## config.mk

```make
export PLATFORM = sky130hd
export DESIGN_NAME = grouped_inversion_codec
export DESIGN_NICKNAME = d
export VERILOG_FILES = /design/src/rtl/inv_codec_pkg.sv /design/src/rtl/inv_group_encoder.sv /design/src/rtl/inv_group_decoder.sv /design/src/rtl/inv_out_stage.sv /design/src/rtl/grouped_inversion_codec.sv
export SDC_FILE = /design/constraint.sdc
export NUM_CORES = 1
export LEC_CHECK = 0
export ABC_AREA = 0
export ABC_CLOCK_PERIOD_IN_PS = 1000
export BUFFER_PORTS_ARGS = -buffer_cell sky130_fd_sc_hd__buf_2
export CORE_UTILIZATION = 40
export CTS_BUF_LIST = sky130_fd_sc_hd__clkbuf_8
export CTS_CLUSTER_SIZE = 40
export DETAILED_ROUTE_END_ITERATION = 10
export GPL_TIMING_DRIVEN = 0
export HOLD_SLACK_MARGIN = 0.12
export PLACE_DENSITY_LB_ADDON = 0.1
export SYNTH_ARGS = -nofsm -noshare
export SYNTH_HDL_FRONTEND = slang
export SYNTH_HIERARCHICAL = 1
export SYNTH_SLANG_ARGS = --single-unit
```

## constraint.sdc

```tcl
create_clock -name clk -period 1 [get_ports clk]
set_clock_uncertainty 0.1 [all_clocks]
set_input_delay 0.1 -clock clk [delete_from_list [all_inputs] [get_ports clk]]
set_output_delay 0.1 -clock clk [all_outputs]
set_load 0.02 [all_outputs]
```

## src/rtl/inv_codec_pkg.sv

```systemverilog
package inv_codec_pkg;
   localparam int unsigned DEF_WORD_W  = 64;
   localparam int unsigned DEF_GROUP_W = 16;

   // Count logical ones in a group slice; used for the inversion threshold.
   function automatic int unsigned ones_in(input logic [DEF_WORD_W-1:0] v, input int unsigned w);
      int unsigned n;
      n = 0;
      for (int unsigned i = 0; i < DEF_WORD_W; i++)
         if (i < w && v[i]) n++;
      return n;
   endfunction
endpackage

```

## src/rtl/inv_group_encoder.sv

```systemverilog
module inv_group_encoder #(
   parameter int unsigned GROUP_W = 16
) (
   input  logic [GROUP_W-1:0] data_i,
   output logic [GROUP_W-1:0] wire_o,
   output logic               inv_n_o
);
   localparam int unsigned HALF  = GROUP_W / 2;
   localparam int unsigned CNT_W = $clog2(GROUP_W + 1);

   logic [CNT_W-1:0] low_cnt;
   logic             do_inv;

   // A logical one is a low wire, so the one-count is the low-wire count.
   always_comb begin
      low_cnt = '0;
      for (int unsigned i = 0; i < GROUP_W; i++)
         low_cnt = low_cnt + CNT_W'(data_i[i]);
   end

   assign do_inv  = (low_cnt > CNT_W'(HALF));
   assign wire_o  = do_inv ? data_i : ~data_i;
   assign inv_n_o = ~do_inv;

   always_comb begin
      // never more than half the wires low after encoding
      a_r4_low_limit: assert ($countones(~wire_o) <= HALF)
         else $error("group drives too many low wires");
      // a group exactly at half stays uninverted
      if ($countones(data_i) == HALF)
         a_r3_tie_plain: assert (inv_n_o == 1'b1)
            else $error("tie group was inverted");
   end
endmodule

```

## src/rtl/inv_group_decoder.sv

```systemverilog
module inv_group_decoder #(
   parameter int unsigned GROUP_W = 16
) (
   input  logic [GROUP_W-1:0] wire_i,
   input  logic               inv_n_i,
   output logic [GROUP_W-1:0] data_o
);
   // Low flag: wires read active high; high flag: wires read active low.
   assign data_o = inv_n_i ? ~wire_i : wire_i;
endmodule

```

## src/rtl/inv_out_stage.sv

```systemverilog
module inv_out_stage #(
   parameter int unsigned W          = 68,
   parameter bit          REGISTERED = 1'b1,
   parameter logic [W-1:0] RST_VAL   = '0
) (
   input  logic         clk,
   input  logic         rst_n,
   input  logic         valid_i,
   input  logic [W-1:0] data_i,
   output logic         valid_o,
   output logic [W-1:0] data_o
);
   if (REGISTERED) begin : g_reg
      always_ff @(posedge clk or negedge rst_n) begin
         if (!rst_n) begin
            valid_o <= 1'b0;
            data_o  <= RST_VAL;
         end else begin
            valid_o <= valid_i;
            if (valid_i) data_o <= data_i;
         end
      end

      // a strobed sub-phase shows up one edge later
      a_r8_capture: assert property (@(posedge clk) disable iff (!rst_n)
         valid_i |=> (valid_o && data_o == $past(data_i)))
         else $error("sub-phase not captured");
      // no strobe, no change
      a_r9_hold: assert property (@(posedge clk) disable iff (!rst_n)
         !valid_i |=> (!valid_o && $stable(data_o)))
         else $error("output changed without strobe");
   end else begin : g_pass
      assign valid_o = valid_i;
      assign data_o  = data_i;
   end
endmodule

```

## src/rtl/grouped_inversion_codec.sv

```systemverilog
module grouped_inversion_codec
   import inv_codec_pkg::*;
#(
   parameter int unsigned WORD_W  = DEF_WORD_W,
   parameter int unsigned GROUP_W = DEF_GROUP_W,
   parameter bit          REG_OUT = 1'b1
) (
   input  logic                        clk,
   input  logic                        rst_n,
   input  logic                        tx_valid,
   input  logic [WORD_W-1:0]           tx_data,
   output logic                        tx_out_valid,
   output logic [WORD_W-1:0]           tx_wire,
   output logic [WORD_W/GROUP_W-1:0]   tx_flag_n,
   input  logic                        rx_valid,
   input  logic [WORD_W-1:0]           rx_wire,
   input  logic [WORD_W/GROUP_W-1:0]   rx_flag_n,
   output logic                        rx_out_valid,
   output logic [WORD_W-1:0]           rx_data
);
   localparam int unsigned N_GRP = WORD_W / GROUP_W;
   localparam int unsigned TX_W  = WORD_W + N_GRP;

   if (GROUP_W < 2 || (WORD_W % GROUP_W) != 0) begin : g_bad_cfg
      $error("WORD_W must be a multiple of GROUP_W, GROUP_W >= 2");
   end

   logic [WORD_W-1:0] enc_wire;
   logic [N_GRP-1:0]  enc_flag_n;
   logic [WORD_W-1:0] dec_data;

   // one encoder and one decoder per independent group
   for (genvar g = 0; g < N_GRP; g++) begin : g_grp
      inv_group_encoder #(.GROUP_W(GROUP_W)) u_enc (
         .data_i  (tx_data[g*GROUP_W +: GROUP_W]),
         .wire_o  (enc_wire[g*GROUP_W +: GROUP_W]),
         .inv_n_o (enc_flag_n[g])
      );
      inv_group_decoder #(.GROUP_W(GROUP_W)) u_dec (
         .wire_i  (rx_wire[g*GROUP_W +: GROUP_W]),
         .inv_n_i (rx_flag_n[g]),
         .data_o  (dec_data[g*GROUP_W +: GROUP_W])
      );
   end

   logic [TX_W-1:0] tx_bundle;

   inv_out_stage #(.W(TX_W), .REGISTERED(REG_OUT), .RST_VAL({TX_W{1'b1}})) u_tx_stage (
      .clk     (clk),
      .rst_n   (rst_n),
      .valid_i (tx_valid),
      .data_i  ({enc_flag_n, enc_wire}),
      .valid_o (tx_out_valid),
      .data_o  (tx_bundle)
   );
   assign tx_wire   = tx_bundle[WORD_W-1:0];
   assign tx_flag_n = tx_bundle[TX_W-1:WORD_W];

   inv_out_stage #(.W(WORD_W), .REGISTERED(REG_OUT), .RST_VAL({WORD_W{1'b0}})) u_rx_stage (
      .clk     (clk),
      .rst_n   (rst_n),
      .valid_i (rx_valid),
      .data_i  (dec_data),
      .valid_o (rx_out_valid),
      .data_o  (rx_data)
   );

   // the encoder output, read back by the receive rule, gives the input word
   always_comb begin
      if (rst_n) begin
         for (int g = 0; g < N_GRP; g++) begin
            a_r6_roundtrip: assert ((enc_flag_n[g] ? ~enc_wire[g*GROUP_W +: GROUP_W]
                                                   :  enc_wire[g*GROUP_W +: GROUP_W])
                                    == tx_data[g*GROUP_W +: GROUP_W])
               else $error("encoded group does not restore");
         end
      end
   end
endmodule

```

# Word-level counts from Yosys, hierarchy flattened
# Cells that the tools add are included.
dict set report word_totals {
  wordCells 88
  regBits 134
}
dict set report classes {
  n_addsub 60
  bitwise 12
  order_cmp 4
  n_mux 8
}
# op count
set ops {}
lappend ops {{5-bit by 1-bit adder with 5-bit output} 56}
lappend ops {{16-bit 2-to-1 mux} 8}
lappend ops {{16-bit NOT} 8}
lappend ops {{5-bit by 4-bit > comparator with 1-bit output, second input constant} 4}
lappend ops {{1-bit by 1-bit adder with 2-bit output} 4}
lappend ops {{1-bit NOT} 4}

# Depth between registers and ports, before layout
dict set report depth {
  depth_word 17
  mapped_depth 16
  ltp_nobuf 14
}

# Hierarchy
# The synthesis kept the hierarchy.
# module n_inst seq_area_each_um2 area_each_um2 cells_per_inst
set modules_own_cells {}
lappend modules_own_cells {{inv_out_stage (u_tx_stage)} 1 1811.7 2725.1 145}
lappend modules_own_cells {{inv_out_stage (u_rx_stage)} 1 1626.6 2703.8 136}
lappend modules_own_cells {inv_group_decoder 4 0.0 171.4 18}
lappend modules_own_cells {{inv_group_encoder (g_grp[0].u_enc)} 1 0.0 678.2 68}
lappend modules_own_cells {{inv_group_encoder (g_grp[3].u_enc)} 1 0.0 664.4 68}
lappend modules_own_cells {{inv_group_encoder (g_grp[1].u_enc)} 1 0.0 594.3 67}
lappend modules_own_cells {{inv_group_encoder (g_grp[2].u_enc)} 1 0.0 589.3 68}

# Least setup slack after synthesis
# Ideal clock, no wire load.
dict set report synth_path {
  path_type {input to register}
  from {in tx_data[0]}
  to {reg u_tx_stage.data_o[10]}
  arrival_time_ps 3882
  path_buffers 2
  path_stages 16
  path_slack_ps -3065
  cell_sequence {inv_1 -> fa_1 -> fa_1 -> fa_1 -> fa_1 -> inv_1 -> ha_1 -> inv_1 -> fa_1 -> nand3b_1 -> a211oi_1 -> a211oi_2 -> buf_6 -> buf_12 -> xnor2_2 -> mux2_2}
}
dict set report synth_between {
  elab_chain_cells 17
}
# element line
set synth_rtl {}
lappend synth_rtl {{start: declaration} grouped_inversion_codec.sv:11} ;# input logic [WORD_W-1:0] tx_data,
lappend synth_rtl {{1-bit by 1-bit adder with 2-bit output} inv_group_encoder.sv:18} ;# low_cnt = low_cnt + CNT_W'(data_i[i]);
lappend synth_rtl {{5-bit by 1-bit adder with 5-bit output (14 in a row)} inv_group_encoder.sv:18}
lappend synth_rtl {{5-bit by 4-bit > comparator with 1-bit output} inv_group_encoder.sv:21} ;# assign do_inv = (low_cnt > CNT_W'(HALF));
lappend synth_rtl {{16-bit 2-to-1 mux} inv_group_encoder.sv:22} ;# assign wire_o = do_inv ? data_i : ~data_i;
lappend synth_rtl {{named net enc_wire[10]} grouped_inversion_codec.sv:28} ;# logic [WORD_W-1:0] enc_wire;
lappend synth_rtl {{end signal: assignment} inv_out_stage.sv:20} ;# if (valid_i) data_o <= data_i;
lappend synth_rtl {{end: declaration} inv_out_stage.sv:11} ;# output logic [W-1:0] data_o
# The timed path passes the listed nets, and every way through them passes these cells.
# A chain may end at the register's enable or synchronous reset.

# Worst setup path in the final report
dict set report layout_path {
  from {in tx_data[29]}
  to {reg u_tx_stage.data_o[27]}
}
dict set report layout_between {
  elab_chain_cells 5
}
# element line
set layout_rtl {}
lappend layout_rtl {{5-bit by 1-bit adder with 5-bit output (3 in a row)} inv_group_encoder.sv:18}
lappend layout_rtl {{5-bit by 4-bit > comparator with 1-bit output} inv_group_encoder.sv:21}
lappend layout_rtl {{16-bit 2-to-1 mux} inv_group_encoder.sv:22}
lappend layout_rtl {{named net enc_wire[27]} grouped_inversion_codec.sv:28}
# The timed path passes the listed nets, and every way through them passes these cells.

==> results.cfg <==
[finish]
fin_cells = 1425
drive_gt1_share_pct = 64.1
finish.instance_area_mm2 = 0.0146
syn_to_final_growth_pct = 69.4
final_common_cell = buf_6
nets = 1332
fillers = 1467
final_core_util_pct = 69.4
layout_common_cells = 189 x buf_6, 130 x dlygate4sd3_1, 125 x mux2_4

[clock_tree]
clk_latency_ps = 450
clock_path_buffers = 2
cts_tree = done
cts.sinks = 134
cts_max_level = 4
cts.clk_slew.worst_paths_ps = 90
clock-root-buffer = clkbuf_8
cts_made_buffers = 17

[route]
drtAntennaViolNets = 0
wl_um = 23500
via_per_inst = 4.44
first_iter_violations = 129
dr.pass1.iters = 6
vias = 6322
wl_per_cell_um = 16.5
drc = 0

[yosys]
yosysSeqAreaShare_pct = 39.8
ys_types = 35
avgSynthCellArea_um2 = 13.8
syn-cell-area_mm2 = 0.00864
synth_cells = 624
ys_ff_latch = 134
syn_nets = 820
ys.warnings.count = 6

[timing]
rsz0062_at_grt = true
drv_slew = 0
setup_ws_ps = -2820
period_share_pct = 382
max_slew_margin_pct = 65.9
fin_crit_ps = 3820
report.final.setup_viol = 266
timing.hold.ws_ps = -516
clock.fmax_mhz = 261
hold_viol = 66
tightest_slew_ps = 512

[worst_setup_path]
cp_max_fo = 5
crit_arrival_ps = 4100
worstSetupStartpointType = input pin
worstPathRequired_ps = 1280
crit_path_end_kind = register
path_class = in2reg

[status]
failed_checks = hold timing, setup timing
status = complete, but fails checks

[global_routing]
grt_remaining_overflow = 0
grt_max_degree = 83
track_usage_pct = 20.9
grt_pass1_vias = 6832
antenna_found_initial = 1
grt_pass1_wl_um = 35600

[worst_hold_path]
hold_path.class = in2async

[floorplanning]
initial_utilization_pct = 41.0
coreArea_mm2 = 0.0211
die_w_um = 149
io_pins = 270
die_area_mm2 = 0.0222
rows = 53
die_y_um = 149

[pwr]
p_leak_nw = 7.28
ir_worst_vdd_mv = 2.44
cellPowerDensity_mw_per_mm2 = 2990
power_mw = 43.7

[run]
max_cap_viol_count = 0

[placement]
dp_hpwl_um = 14600
place_congestion = 0.741
placed_area_mm2 = 0.0106
place_inst = 1165
port_buffers = 265
[what timing repair did]
action / CTS / global route
buffers inserted: 69 / 38
endpoints found under the hold margin: 196 / 94
resized for setup: 339 / 75
pin swaps: 16 / 38
setup endpoints to repair: 202 / 266
cloned: 4 / 0
hold buffers: 129 / 2
[Yosys cell counts (all sizes together)]
cell | count | area share, %
a31oi | 1 | 0.072
nand3 | 2 | 0.12
mux2i | 2 | 0.23
a21oi | 6 | 0.39
nor4b | 1 | 0.17
ha | 20 | 2.9
a21o | 2 | 0.17
inv | 105 | 4.6
o311a | 1 | 0.12
o311ai | 1 | 0.19
and4b | 1 | 0.12
xor2 | 66 | 6.7
o211ai | 1 | 0.087
a211oi | 2 | 0.23
a211o | 2 | 0.20
nand3b | 1 | 0.087
dfstp | 68 | 21
nor2b | 3 | 0.22
fa | 40 | 9.3
nand2 | 1 | 0.043
nor2 | 2 | 0.087
mux2 | 132 | 21
nor3b | 2 | 0.23
buf | 31 | 5.3
xnor2 | 63 | 7.9
nand4 | 2 | 0.14
dfrtp | 66 | 19
[cells by family after synthesis]
logic type	share of synthesized area [%]
adder cells (fa/ha/maj)	12.2
AND/OR/NAND/NOR	1.22
multiplexers	20.9
XOR/XNOR	14.6
AO/OA/AOI/OAI	1.46
flip-flops	39.8
buffers and inverters	9.82
[report_power, final]
group          switching (mW)  internal [mW]  total [mW]
combinational            11.2           17.6        28.8
clock                    2.34           2.74        5.08
sequential               1.42           8.41        9.82
[final cells by class]
cell class | instances | area (um2) | share of cell area (%)
Inverter | 105 | 449 | 3.07
Buffer | 31 | 463 | 3.16
Tap cell | 275 | 344 | 2.35
Antenna cell | 1 | 2.50 | 0.0171
Clock inverter | 15 | 203 | 1.38
Timing Repair Buffer | 493 | 4620 | 31.6
Sequential cell | 134 | 3440 | 23.5
Multi-Input combinational cell | 354 | 4880 | 33.4
Clock buffer | 17 | 234 | 1.60
[sequential cells by signal, indices dropped and copies added, names as in the netlist]
| signal | flops |
|---|---|
| u_tx_stage/data_o | 68 |
| u_rx_stage/valid_o | 1 |
| u_rx_stage/data_o | 64 |
| u_tx_stage/valid_o | 1 |
[metal layers]
metal / vias to the layer above / global-route usage, % / part of all wire, %
met5: - / 0 / 0
met4: 0 / 6.48 / 1.5
met3: 22 / 5.63 / 6.1
met2: 185 / 37.3 / 52
met1: 3128 / 24.1 / 40
li1: 2987 / - / -
[stage by stage]
stage	setup slack, ps	setup TNS (ps)
global route	-2930	-248220
CTS	-2840	-237900
floorplan	-3010	-197450
finish	-2820	-234570
global placement	-3370	-478410
detailed placement	-3410	-233580
[worst paths after layout]
kind	cells after the start	to	slack [ps]	start
min in group clk	3	u_rx_stage/data_o[63]	0	rx_flag_n[3]
worst max register to register	3	u_rx_stage/data_o[6]	-130	u_rx_stage/data_o[6]
worst min-delay path	1	u_rx_stage/data_o[0]	-520	rst_n
worst max-delay path	18	u_tx_stage/data_o[27]	-2820	tx_data[29]
max in group asynchronous	2	u_tx_stage/data_o[60]	470	rst_n
worst min register to register	1	u_rx_stage/data_o[63]	440	u_rx_stage/data_o[63]
[critical path, stage by stage]
cell	delay [ps]
buf_6	70
inv_4	30
fa_1	560
fa_1	450
fa_1	540
fa_1	430
inv_2	90
ha_4	140
inv_2	40
fa_2	380
nor3b_2	200
a21oi_2	70
o311ai_4	280
buf_6	160
buf_12	110
buf_12	120
xnor2_2	70
mux2_4	260
(Power assumes the default switching activity.)
